==> config.mk <==
export PLATFORM = sky130hd
export DESIGN_NAME = pp_fwd_rx
export DESIGN_NICKNAME = d
export VERILOG_FILES = /design/src/rtl/pp_fwd_pkg.sv /design/src/rtl/pp_sync.sv /design/src/rtl/pp_byte_fifo.sv /design/src/rtl/pp_fwd_fsm.sv /design/src/rtl/pp_fwd_rx.sv
export SDC_FILE = /design/constraint.sdc
export NUM_CORES = 1
export LEC_CHECK = 0
export BUFFER_PORTS_ARGS = -buffer_cell sky130_fd_sc_hd__buf_2
export CAP_MARGIN = 20
export CORE_ASPECT_RATIO = 1.2
export CORE_MARGIN = 10
export CORE_UTILIZATION = 33
export DETAILED_ROUTE_END_ITERATION = 12
export HOLD_SLACK_MARGIN = 0.02
export PLACE_DENSITY = 0.51
export RECOVER_POWER = 50
export SLEW_MARGIN = 0
export SYNTH_ARGS = -nofsm -noshare
export SYNTH_HDL_FRONTEND = slang
export SYNTH_SLANG_ARGS = --single-unit
==> constraint.sdc <==
create_clock -name clk -period 2.5 [get_ports clk]
set_input_delay 0.25 -clock clk [delete_from_list [all_inputs] [get_ports clk]]
set_output_delay 0.25 -clock clk [all_outputs]
set_load 0.005 [all_outputs]
==> src/rtl/pp_fwd_pkg.sv <==
package pp_fwd_pkg;

   // handshake phase seen from the peripheral side
   typedef enum logic {
      HS_IDLE = 1'b0,   // waiting for the strobe to drop, or for space
      HS_ACK  = 1'b1    // acknowledge raised, waiting for the strobe to rise
   } hs_state_t;

   // pointer width for a storage of d entries (at least one bit)
   function automatic int unsigned ptr_w(int unsigned d);
      return (d > 1) ? $clog2(d) : 1;
   endfunction

endpackage

==> src/rtl/pp_sync.sv <==
module pp_sync #(
   parameter int            W       = 1,
   parameter int            STAGES  = 2,
   parameter logic [W-1:0]  RST_VAL = '0
) (
   input  logic         clk,
   input  logic         rst_n,
   input  logic [W-1:0] d,
   output logic [W-1:0] q
);

   if (STAGES < 2) begin : g_bad_stages
      $error("pp_sync: STAGES must be at least 2");
   end

   logic [STAGES-1:0][W-1:0] chain;

   always_ff @(posedge clk) begin
      if (!rst_n) chain <= {STAGES{RST_VAL}};
      else        chain <= {chain[STAGES-2:0], d};
   end

   assign q = chain[STAGES-1];

endmodule

==> src/rtl/pp_byte_fifo.sv <==
module pp_byte_fifo
   import pp_fwd_pkg::*;
#(
   parameter  int DW    = 8,
   parameter  int DEPTH = 16,
   localparam int AW    = ptr_w(DEPTH),
   localparam int CW    = $clog2(DEPTH + 1)
) (
   input  logic          clk,
   input  logic          rst_n,
   input  logic          push,
   input  logic [DW-1:0] push_data,
   output logic          full,
   output logic [CW-1:0] count,
   output logic          rd_valid,
   output logic [DW-1:0] rd_data,
   input  logic          rd_ready
);

   if (DEPTH < 2) begin : g_bad_depth
      $error("pp_byte_fifo: DEPTH must be at least 2");
   end

   logic [DW-1:0] mem [DEPTH];
   logic [AW-1:0] wr_ptr, rd_ptr, wr_nxt, rd_nxt;
   logic          wr_en, rd_en;

   assign wr_en = push && !full;
   assign rd_en = rd_valid && rd_ready;

   // power-of-two depth wraps by itself; other depths compare against the end
   if ((DEPTH & (DEPTH - 1)) == 0) begin : g_pow2
      assign wr_nxt = wr_ptr + 1'b1;
      assign rd_nxt = rd_ptr + 1'b1;
   end else begin : g_wrap
      localparam logic [AW-1:0] LAST = AW'(DEPTH - 1);
      assign wr_nxt = (wr_ptr == LAST) ? '0 : wr_ptr + 1'b1;
      assign rd_nxt = (rd_ptr == LAST) ? '0 : rd_ptr + 1'b1;
   end

   always_ff @(posedge clk) begin
      if (wr_en) mem[wr_ptr] <= push_data;
   end

   always_ff @(posedge clk) begin
      if (!rst_n) begin
         wr_ptr <= '0;
         rd_ptr <= '0;
         count  <= '0;
      end else begin
         if (wr_en) wr_ptr <= wr_nxt;
         if (rd_en) rd_ptr <= rd_nxt;
         case ({wr_en, rd_en})
            2'b10:   count <= count + 1'b1;
            2'b01:   count <= count - 1'b1;
            default: count <= count;
         endcase
      end
   end

   assign full     = (count == CW'(DEPTH));
   assign rd_valid = (count != '0);
   assign rd_data  = mem[rd_ptr];

endmodule

==> src/rtl/pp_fwd_fsm.sv <==
module pp_fwd_fsm
   import pp_fwd_pkg::*;
#(
   parameter int DW = 8
) (
   input  logic          clk,
   input  logic          rst_n,
   input  logic          strb_s,     // synchronised strobe, active low
   input  logic          mark_s,     // synchronised data/control marker
   input  logic [DW-1:0] bus_s,      // data lines, same delay as strb_s
   input  logic          fifo_full,
   output logic          pace_ack,
   output logic          push,
   output logic [DW-1:0] push_data,
   output logic          ctl_hit
);

   hs_state_t     state;
   logic          is_ctl;
   logic [DW-1:0] hold;
   logic          rise_in_ack;

   assign rise_in_ack = (state == HS_ACK) && strb_s;

   always_ff @(posedge clk) begin
      if (!rst_n) begin
         state    <= HS_IDLE;
         pace_ack <= 1'b0;
         is_ctl   <= 1'b0;
         hold     <= '0;
      end else begin
         if (!strb_s) hold <= bus_s;
         case (state)
            HS_IDLE: begin
               // a data cycle waits here while there is no free slot
               if (!strb_s && (!mark_s || !fifo_full)) begin
                  state    <= HS_ACK;
                  pace_ack <= 1'b1;
                  is_ctl   <= !mark_s;
               end
            end
            HS_ACK: begin
               if (strb_s) begin
                  state    <= HS_IDLE;
                  pace_ack <= 1'b0;
               end
            end
            default: state <= HS_IDLE;
         endcase
      end
   end

   assign push      = rise_in_ack && !is_ctl;
   assign ctl_hit   = rise_in_ack &&  is_ctl;
   assign push_data = hold;

endmodule

==> src/rtl/pp_fwd_rx.sv <==
module pp_fwd_rx
   import pp_fwd_pkg::*;
#(
   parameter int DW          = 8,
   parameter int DEPTH       = 16,
   parameter int SYNC_STAGES = 2,
   parameter int CMD_W       = 8
) (
   input  logic             clk,
   input  logic             rst_n,
   input  logic [DW-1:0]    bus_in,
   input  logic             cyc_mark,
   input  logic             strobe_n,
   output logic             pace_ack,
   output logic [DW-1:0]    s_data,
   output logic             s_valid,
   input  logic             s_ready,
   output logic [CMD_W-1:0] ctl_count
);

   localparam int SW  = DW + 2;
   localparam int CNW = $clog2(DEPTH + 1);

   if (CMD_W < 1) begin : g_bad_cmdw
      $error("pp_fwd_rx: CMD_W must be at least 1");
   end

   logic [SW-1:0]  sync_q;
   logic           strb_s, mark_s;
   logic [DW-1:0]  bus_s;
   logic           push, ctl_hit, fifo_full;
   logic [DW-1:0]  push_data;
   logic [CNW-1:0] fifo_cnt;

   // strobes idle high; data lines share the chain so they stay aligned
   pp_sync #(
      .W       (SW),
      .STAGES  (SYNC_STAGES),
      .RST_VAL ({2'b11, {DW{1'b0}}})
   ) u_sync (
      .clk   (clk),
      .rst_n (rst_n),
      .d     ({strobe_n, cyc_mark, bus_in}),
      .q     (sync_q)
   );

   assign strb_s = sync_q[SW-1];
   assign mark_s = sync_q[SW-2];
   assign bus_s  = sync_q[DW-1:0];

   pp_fwd_fsm #(.DW(DW)) u_fsm (
      .clk       (clk),
      .rst_n     (rst_n),
      .strb_s    (strb_s),
      .mark_s    (mark_s),
      .bus_s     (bus_s),
      .fifo_full (fifo_full),
      .pace_ack  (pace_ack),
      .push      (push),
      .push_data (push_data),
      .ctl_hit   (ctl_hit)
   );

   pp_byte_fifo #(.DW(DW), .DEPTH(DEPTH)) u_fifo (
      .clk       (clk),
      .rst_n     (rst_n),
      .push      (push),
      .push_data (push_data),
      .full      (fifo_full),
      .count     (fifo_cnt),
      .rd_valid  (s_valid),
      .rd_data   (s_data),
      .rd_ready  (s_ready)
   );

   always_ff @(posedge clk) begin
      if (!rst_n)       ctl_count <= '0;
      else if (ctl_hit) ctl_count <= ctl_count + 1'b1;
   end

endmodule

* Word-level counts from Yosys, hierarchy flattened
Memory sizes are Yosys's and may differ from the RTL's. A register that Yosys moved wholly into a read port is not among the register bits.
Index checks and enable logic that the tools add are counted.
** Word-level totals
- Memory bits (writable) :: 128
- Memories kept :: 1
- Output and inout bits :: 18
- Flip-flop bits (word level) :: 52
- Logic and storage cells :: 48
** Cells by class
- Reduce and logical (&&, ||, !) cells :: 15
- Add/subtract/negate cells :: 5
- Bitwise operators :: 1
- Muxes and demuxes :: 11
- Eq/ne operators :: 5
** Memory list
- u_fifo.mem :: words 16, width 8, rd ports 1, clocked after memory_dff 1, write ports 1, line pp_byte_fifo.sv:24 : logic [DW-1:0] mem [DEPTH];
** Operator list (count)
- $pmux 5 s2 :: 1
- $add 4x1->4 const B :: 2
- $add 8x1->8 const B :: 1
- $mux 4 :: 2
- $logic_and 1x1->1 :: 6
- $mux 1 :: 6
- $add 5x1->5 const B :: 1
- $eq 5x5->1 const B :: 1
- $reduce_bool 5->1 :: 1
- $sub 5x1->5 const B :: 1
- $logic_not 1->1 :: 4
- $pmux 1 s2 :: 2
- $reduce_and 2->1 :: 2
- $eq 2x1->1 const B :: 1
- $eq 2x2->1 const B :: 1
- $ne 2x1->1 const B :: 1
- $ne 2x2->1 const B :: 1
- $reduce_bool 2->1 :: 1
- $logic_or 1x1->1 :: 1
- $not 1->1 :: 1

* Depth between registers and ports, before layout
- Word-level depth :: 6
- Gate-level depth with buffers :: 12
- Gate-level depth less buffers :: 10

* Cells and area by module
From an unflattened synthesis, not the netlist that was laid out.
** Unflattened totals
- Cells, all modules :: 426
- Area total of the unflattened synthesis :: 7259.5 um^2
** By module, submodules not included
- pp_byte_fifo :: sequential area each 4184.0 um^2, cells each 298, area an instance 5874.4 um^2, instances 1
- pp_sync :: sequential area each 400.4 um^2, cells each 52, area an instance 613.1 um^2, instances 1
- pp_fwd_fsm :: sequential area each 220.2 um^2, cells each 39, area an instance 412.9 um^2, instances 1
- pp_fwd_rx :: sequential area each 160.2 um^2, cells each 37, area an instance 359.1 um^2, instances 1

* Worst setup path after synthesis
No wires, ideal clock.
- Kind :: register to register
- From :: reg u_fifo.count[2]
- To :: reg u_fifo.count[2]
- Cell stages (with the launch flop) :: 12
- Slack :: -0.087 ns
- Data required time :: 2.428 ns
- Clock period less this slack :: 2.587 ns
- Data arrival time :: 2.516 ns
- Cells stage by stage :: dfxtp_1 > buf_2 > nor4_4 > a21boi_1 > ha_1 > clkbuf_1 > xor2_1 > ha_1 > a31oi_1 > xor2_1 > or3_1 > a21oi_1
** On the way
- Elaborated cells on any way between the ends :: 11
- Those cells by class :: add/sub: 2; eq/ne: 3; mux: 1; reduce/logical: 5
** RTL lines
- start, declared :: line pp_byte_fifo.sv:14 : output logic [CW-1:0] count,
- start signal, assigned :: line pp_byte_fifo.sv:54 : 2'b10: count <= count + 1'b1;
- start signal, assigned :: line pp_byte_fifo.sv:55 : 2'b01: count <= count - 1'b1;
- start signal, assigned :: line pp_byte_fifo.sv:56 : default: count <= count;
- $reduce_bool 5->1 * :: line pp_byte_fifo.sv:62 : assign rd_valid = (count != '0);
- $logic_and 1x1->1 * :: line pp_byte_fifo.sv:29 : assign rd_en = rd_valid && rd_ready;
- net u_fifo.rd_en :: line pp_byte_fifo.sv:26 : logic wr_en, rd_en;
- $eq 2x1->1 / $eq 2x2->1 (equally long branches) :: line pp_byte_fifo.sv:53 : case ({wr_en, rd_en})
- $pmux 5 s2 / $reduce_bool 2->1 (equally long branches)
Mark *: on every way through the listed nets, which the timed path passes. The rest lies on a longest branch.
A chain may end at the register's enable or synchronous reset.

==> run_results.csv <==
group,metric,value,unit
status,status,"finished clean",
min_path,hp-class,"input pin to flip-flop",
detailed_routing,vias,3668,
power_and_ir_drop,pwr_density_cell,852.1,nW/um^2
power_and_ir_drop,p_sw,1.708,mW
die,ios,31,
die,initial_core_util,33.88,%
power_and_ir_drop,worst_ir_drop_vdd,490.7,uV
finish,fill_cells,1940,
detailed_routing,drt_iter0_drc,213,
worst_setup_path,cp-start-kind,"flip-flop",
synth,synth_flop_cell,"edfxtp_1",
sta,worstMarginPinSlew,0.5886,ns
sta,hold_violations,0,
placement,place_area,7747,um^2
placement,io_buffers,30,
synth,async_flop_share,0,%
sta,period_minus_slack,2.468,ns
detailed_routing,postRouteAntennaNets,0,
synth,synth_edf_count,128,
finish,drive_gt1_share,23.09,%
synth,seq_area_frac_synth,69.38,%
cts,htreeDepth,4,
sta,skew,0.007442,ns
finish,design_area,8458,um^2
cts,clockBufferDepth,2,
detailed_routing,first_pass_iters,5,
finish,multi_input_area,2034,um^2
power_and_ir_drop,seqPwrFrac,47.0,%
synth,synth_area_per_cell,17.00,um^2
power_and_ir_drop,combPwrFrac,15.6,%
cts,clk_latency,0.43,ns
synth,synth.distinct_cells,41,
synth,synth_area_leaders,"edfxtp_1 (54%), dfxtp_1 (16%), mux4_1 (8.8%)",
worst_setup_path,regToRegSetupSlack,0.24,ns
worst_setup_path,r2r_end,"u_fifo.count[2]$_SDFFE_PN0P_",
worst_setup_path,critical_path_class,"flip-flop to output pin",
detailed_routing,wire_per_inst,18.74,um
global_route,grt_pass1_vias,4021,
cts,cts_root_buffer,"clkbuf_16",
finish,regArea,4972,um^2
power_and_ir_drop,power,7.208,mW
detailed_routing,wl,14.39,mm
synth,ys_ff_latch,184,
sta,layout_setup_ws,0.03210,ns
synth,synth_area,7156,um^2
die,num_rows,58,
global_route,grt_usage,10.79,%
worst_setup_path,critPathRequiredTime,2.25,ns
global_route,antenna_found_initial,0,
finish,fin_nets,506,
placement,dp_hpwl,9.331,mm
die,fp.dieArea,28000,um^2
finish,area_growth,18.20,%
cts,tritoncts,"yes",
worst_setup_path,crit_path_end_kind,"output pin",
synth,yosys_warnings,0,
cts,path_clk_slew,0.07,ns
sta,setup_viol,0,
placement,gp_congestion,0.7273,
cts,clock_sinks,184,
global_route,grt_pass1_wl,22.85,mm
power_and_ir_drop,p_leak,2.983,nW
power_and_ir_drop,swShare,23.70,%
worst_setup_path,r2r_cells,9,
global_route,grt_max_degree,35,
sta,max-slew-margin-rel,60.71,%
worst_setup_path,path_max_fanout,14,
min_path,worst_hold_path.num_cells,2,
die,fp.dieH,181.3,um
synth,synth_area_leader_cell,"edfxtp_1",
die,coreArea,21120,um^2
sta,max_freq,0.4052,GHz
min_path,worstHoldEndpoint,"u_sync.q[9]$_SDFF_PN1_",
worst_setup_path,r2r_start,"u_fifo.count[2]$_SDFFE_PN0P_",
synth,synth.net_count,442,
sta,drv_slew,0,
cts,numCtsBuffers,17,
synth,syn_inst,421,
die,dieWidth,154.4,um
sta,fin_crit_sh,98.72,%
detailed_routing,drcViolationCount,0,
power_and_ir_drop,pwr-share-clk,37.4,%
job,maxCapViolCount,0,
synth,yosysTopAreaCellShare,53.72,%
global_route,gr-total-overflow,0,
detailed_routing,viasPerCell,4.776,
placement,pre_cts_ws,0.1413,ns
power_and_ir_drop,p_int,5.499,mW
worst_setup_path,arrival,2.22,ns
min_path,min_from,"rst_n",
sta,rsz0062_at_grt,"true",
finish,diodes,0,
per-stage QoR:
step	util, %	setup TNS [ns]	instances	hold slack [ns]
5_1_grt	40.05	-0.1768	768	0.2232
3_5_place_dp	36.69	0	724	0.4008
2_1_floorplan	-	0	421	0.3515
4_1_cts	40.05	-0.005857	768	0.1847
6_report	40.05	0	768	0.1983
3_3_place_gp	36.69	0	724	0.3975
power by group through the flow:
stage / Combinational [mW] / Sequential [mW] / Clock, mW
after floorplan: 0.871 / 3.40 / 0
after global placement: 1.08 / 3.45 / 0
after detailed placement: 1.09 / 3.46 / 0
after CTS: 1.15 / 3.38 / 2.77
after global routing: 1.25 / 3.40 / 2.89
final: 1.12 / 3.39 / 2.70
kinds of logic (layout without fill, tap and decap cells):
family | after synthesis | in the layout | share of synthesized area, %
buffers and inverters | 28 | 105 | 2.133
flip-flops | 184 | 184 | 69.38
multiplexers | 52 | 52 | 15.53
adder cells (fa/ha/maj) | 8 | 8 | 1.399
XOR/XNOR | 16 | 16 | 1.958
AND/OR/NAND/NOR | 114 | 114 | 7.851
AO/OA/AOI/OAI | 19 | 19 | 1.749
flip-flops by register name (all words and copies together), names as in the netlist, 4 cells and up, named ones only:
name and cells:
u_fifo.wr_ptr 4, u_fifo.rd_ptr 4, u_fifo.count 5, u_sync.chain 10, u_fsm.push_data 8, ctl_count 8, u_fifo.mem 128, u_sync.q 10
layout make-up:
| cell class | count | area share, % |
|---|---|---|
| Multi-Input combinational cell | 209 | 24.05 |
| Clock inverter | 12 | 1.464 |
| Tap cell | 270 | 3.994 |
| Clock buffer | 20 | 5.666 |
| Timing Repair Buffer | 68 | 5.814 |
| Inverter | 5 | 0.2219 |
| Sequential cell | 184 | 58.79 |
routing by layer:
metal  share of wire [%]  wire length, um  vias up  global-route usage [%]
met4                 1.5              223        0                   4.162
met5                   0                0        -                       0
met3                 2.6              370       16                   2.946
met2                  52             7494       52                   18.64
met1                  44             6304     1867                   12.37
li1                    -                -     1733                       -
critical path, cell delays in order (launching register included):
cell     delay (ns)
dfxtp_4        0.39
buf_12         0.17
mux4_1         0.55
mux4_2         0.52
buf_2          0.16
synthesized netlist by cell type, drive strengths merged (2+ instances only):
library cell / instances
buf: 10
and3: 2
inv: 4
nand4: 4
mux4: 40
nand2: 13
xnor2: 4
edfxtp: 128
nand3: 7
a21oi: 7
a31oi: 2
xor2: 12
and2: 16
nor3: 7
o21ai: 2
a22oi: 2
dfxtp: 56
ha: 8
or3: 2
clkbuf: 13
nor2: 50
mux2i: 12
nand2b: 7
nand3b: 2
layout by cell type (no fill, tap or decap), drive strengths merged, types with 2 or more instances in the layout:
master,instances
edfxtp,128
dfxtp,56
buf,53
nor2,50
mux4,40
clkbuf,25
and2,16
nand2,13
xor2,12
mux2i,12
inv,11
dlygate4sd3,10
ha,8
nand2b,7
nor3,7
nand3,7
a21oi,7
nand4,4
xnor2,4
clkinv,4
nand3b,2
o21ai,2
a22oi,2
or3,2
and3,2
a31oi,2
bufinv,2
what timing repair did:
item	in CTS	in global routing
setup buffers	2	0
hold endpoints to repair	10	0
resized for setup	4	8
endpoints found under the setup margin	8	9
pin swaps	0	1
hold buffers	10	0
worst max-delay path by stage:
stage                            startpoint                           end  slack [ns]  depth (start not counted)
4_1_cts                           flip-flop                     s_data[3]      -0.006                          4
6_report                          flip-flop                     s_data[3]        0.03                          4
3_3_place_gp   u_fifo.count[0]$_SDFFE_PN0P_  u_fifo.count[2]$_SDFFE_PN0P_        0.20                          9
3_5_place_dp   u_fifo.count[0]$_SDFFE_PN0P_  u_fifo.count[2]$_SDFFE_PN0P_        0.14                          9
2_1_floorplan  u_fifo.count[2]$_SDFFE_PN0P_  u_fifo.count[2]$_SDFFE_PN0P_        0.01                         11
5_1_grt                           flip-flop                     s_data[3]       -0.04                          4
Note: power is estimated with default switching activity, not from simulation.
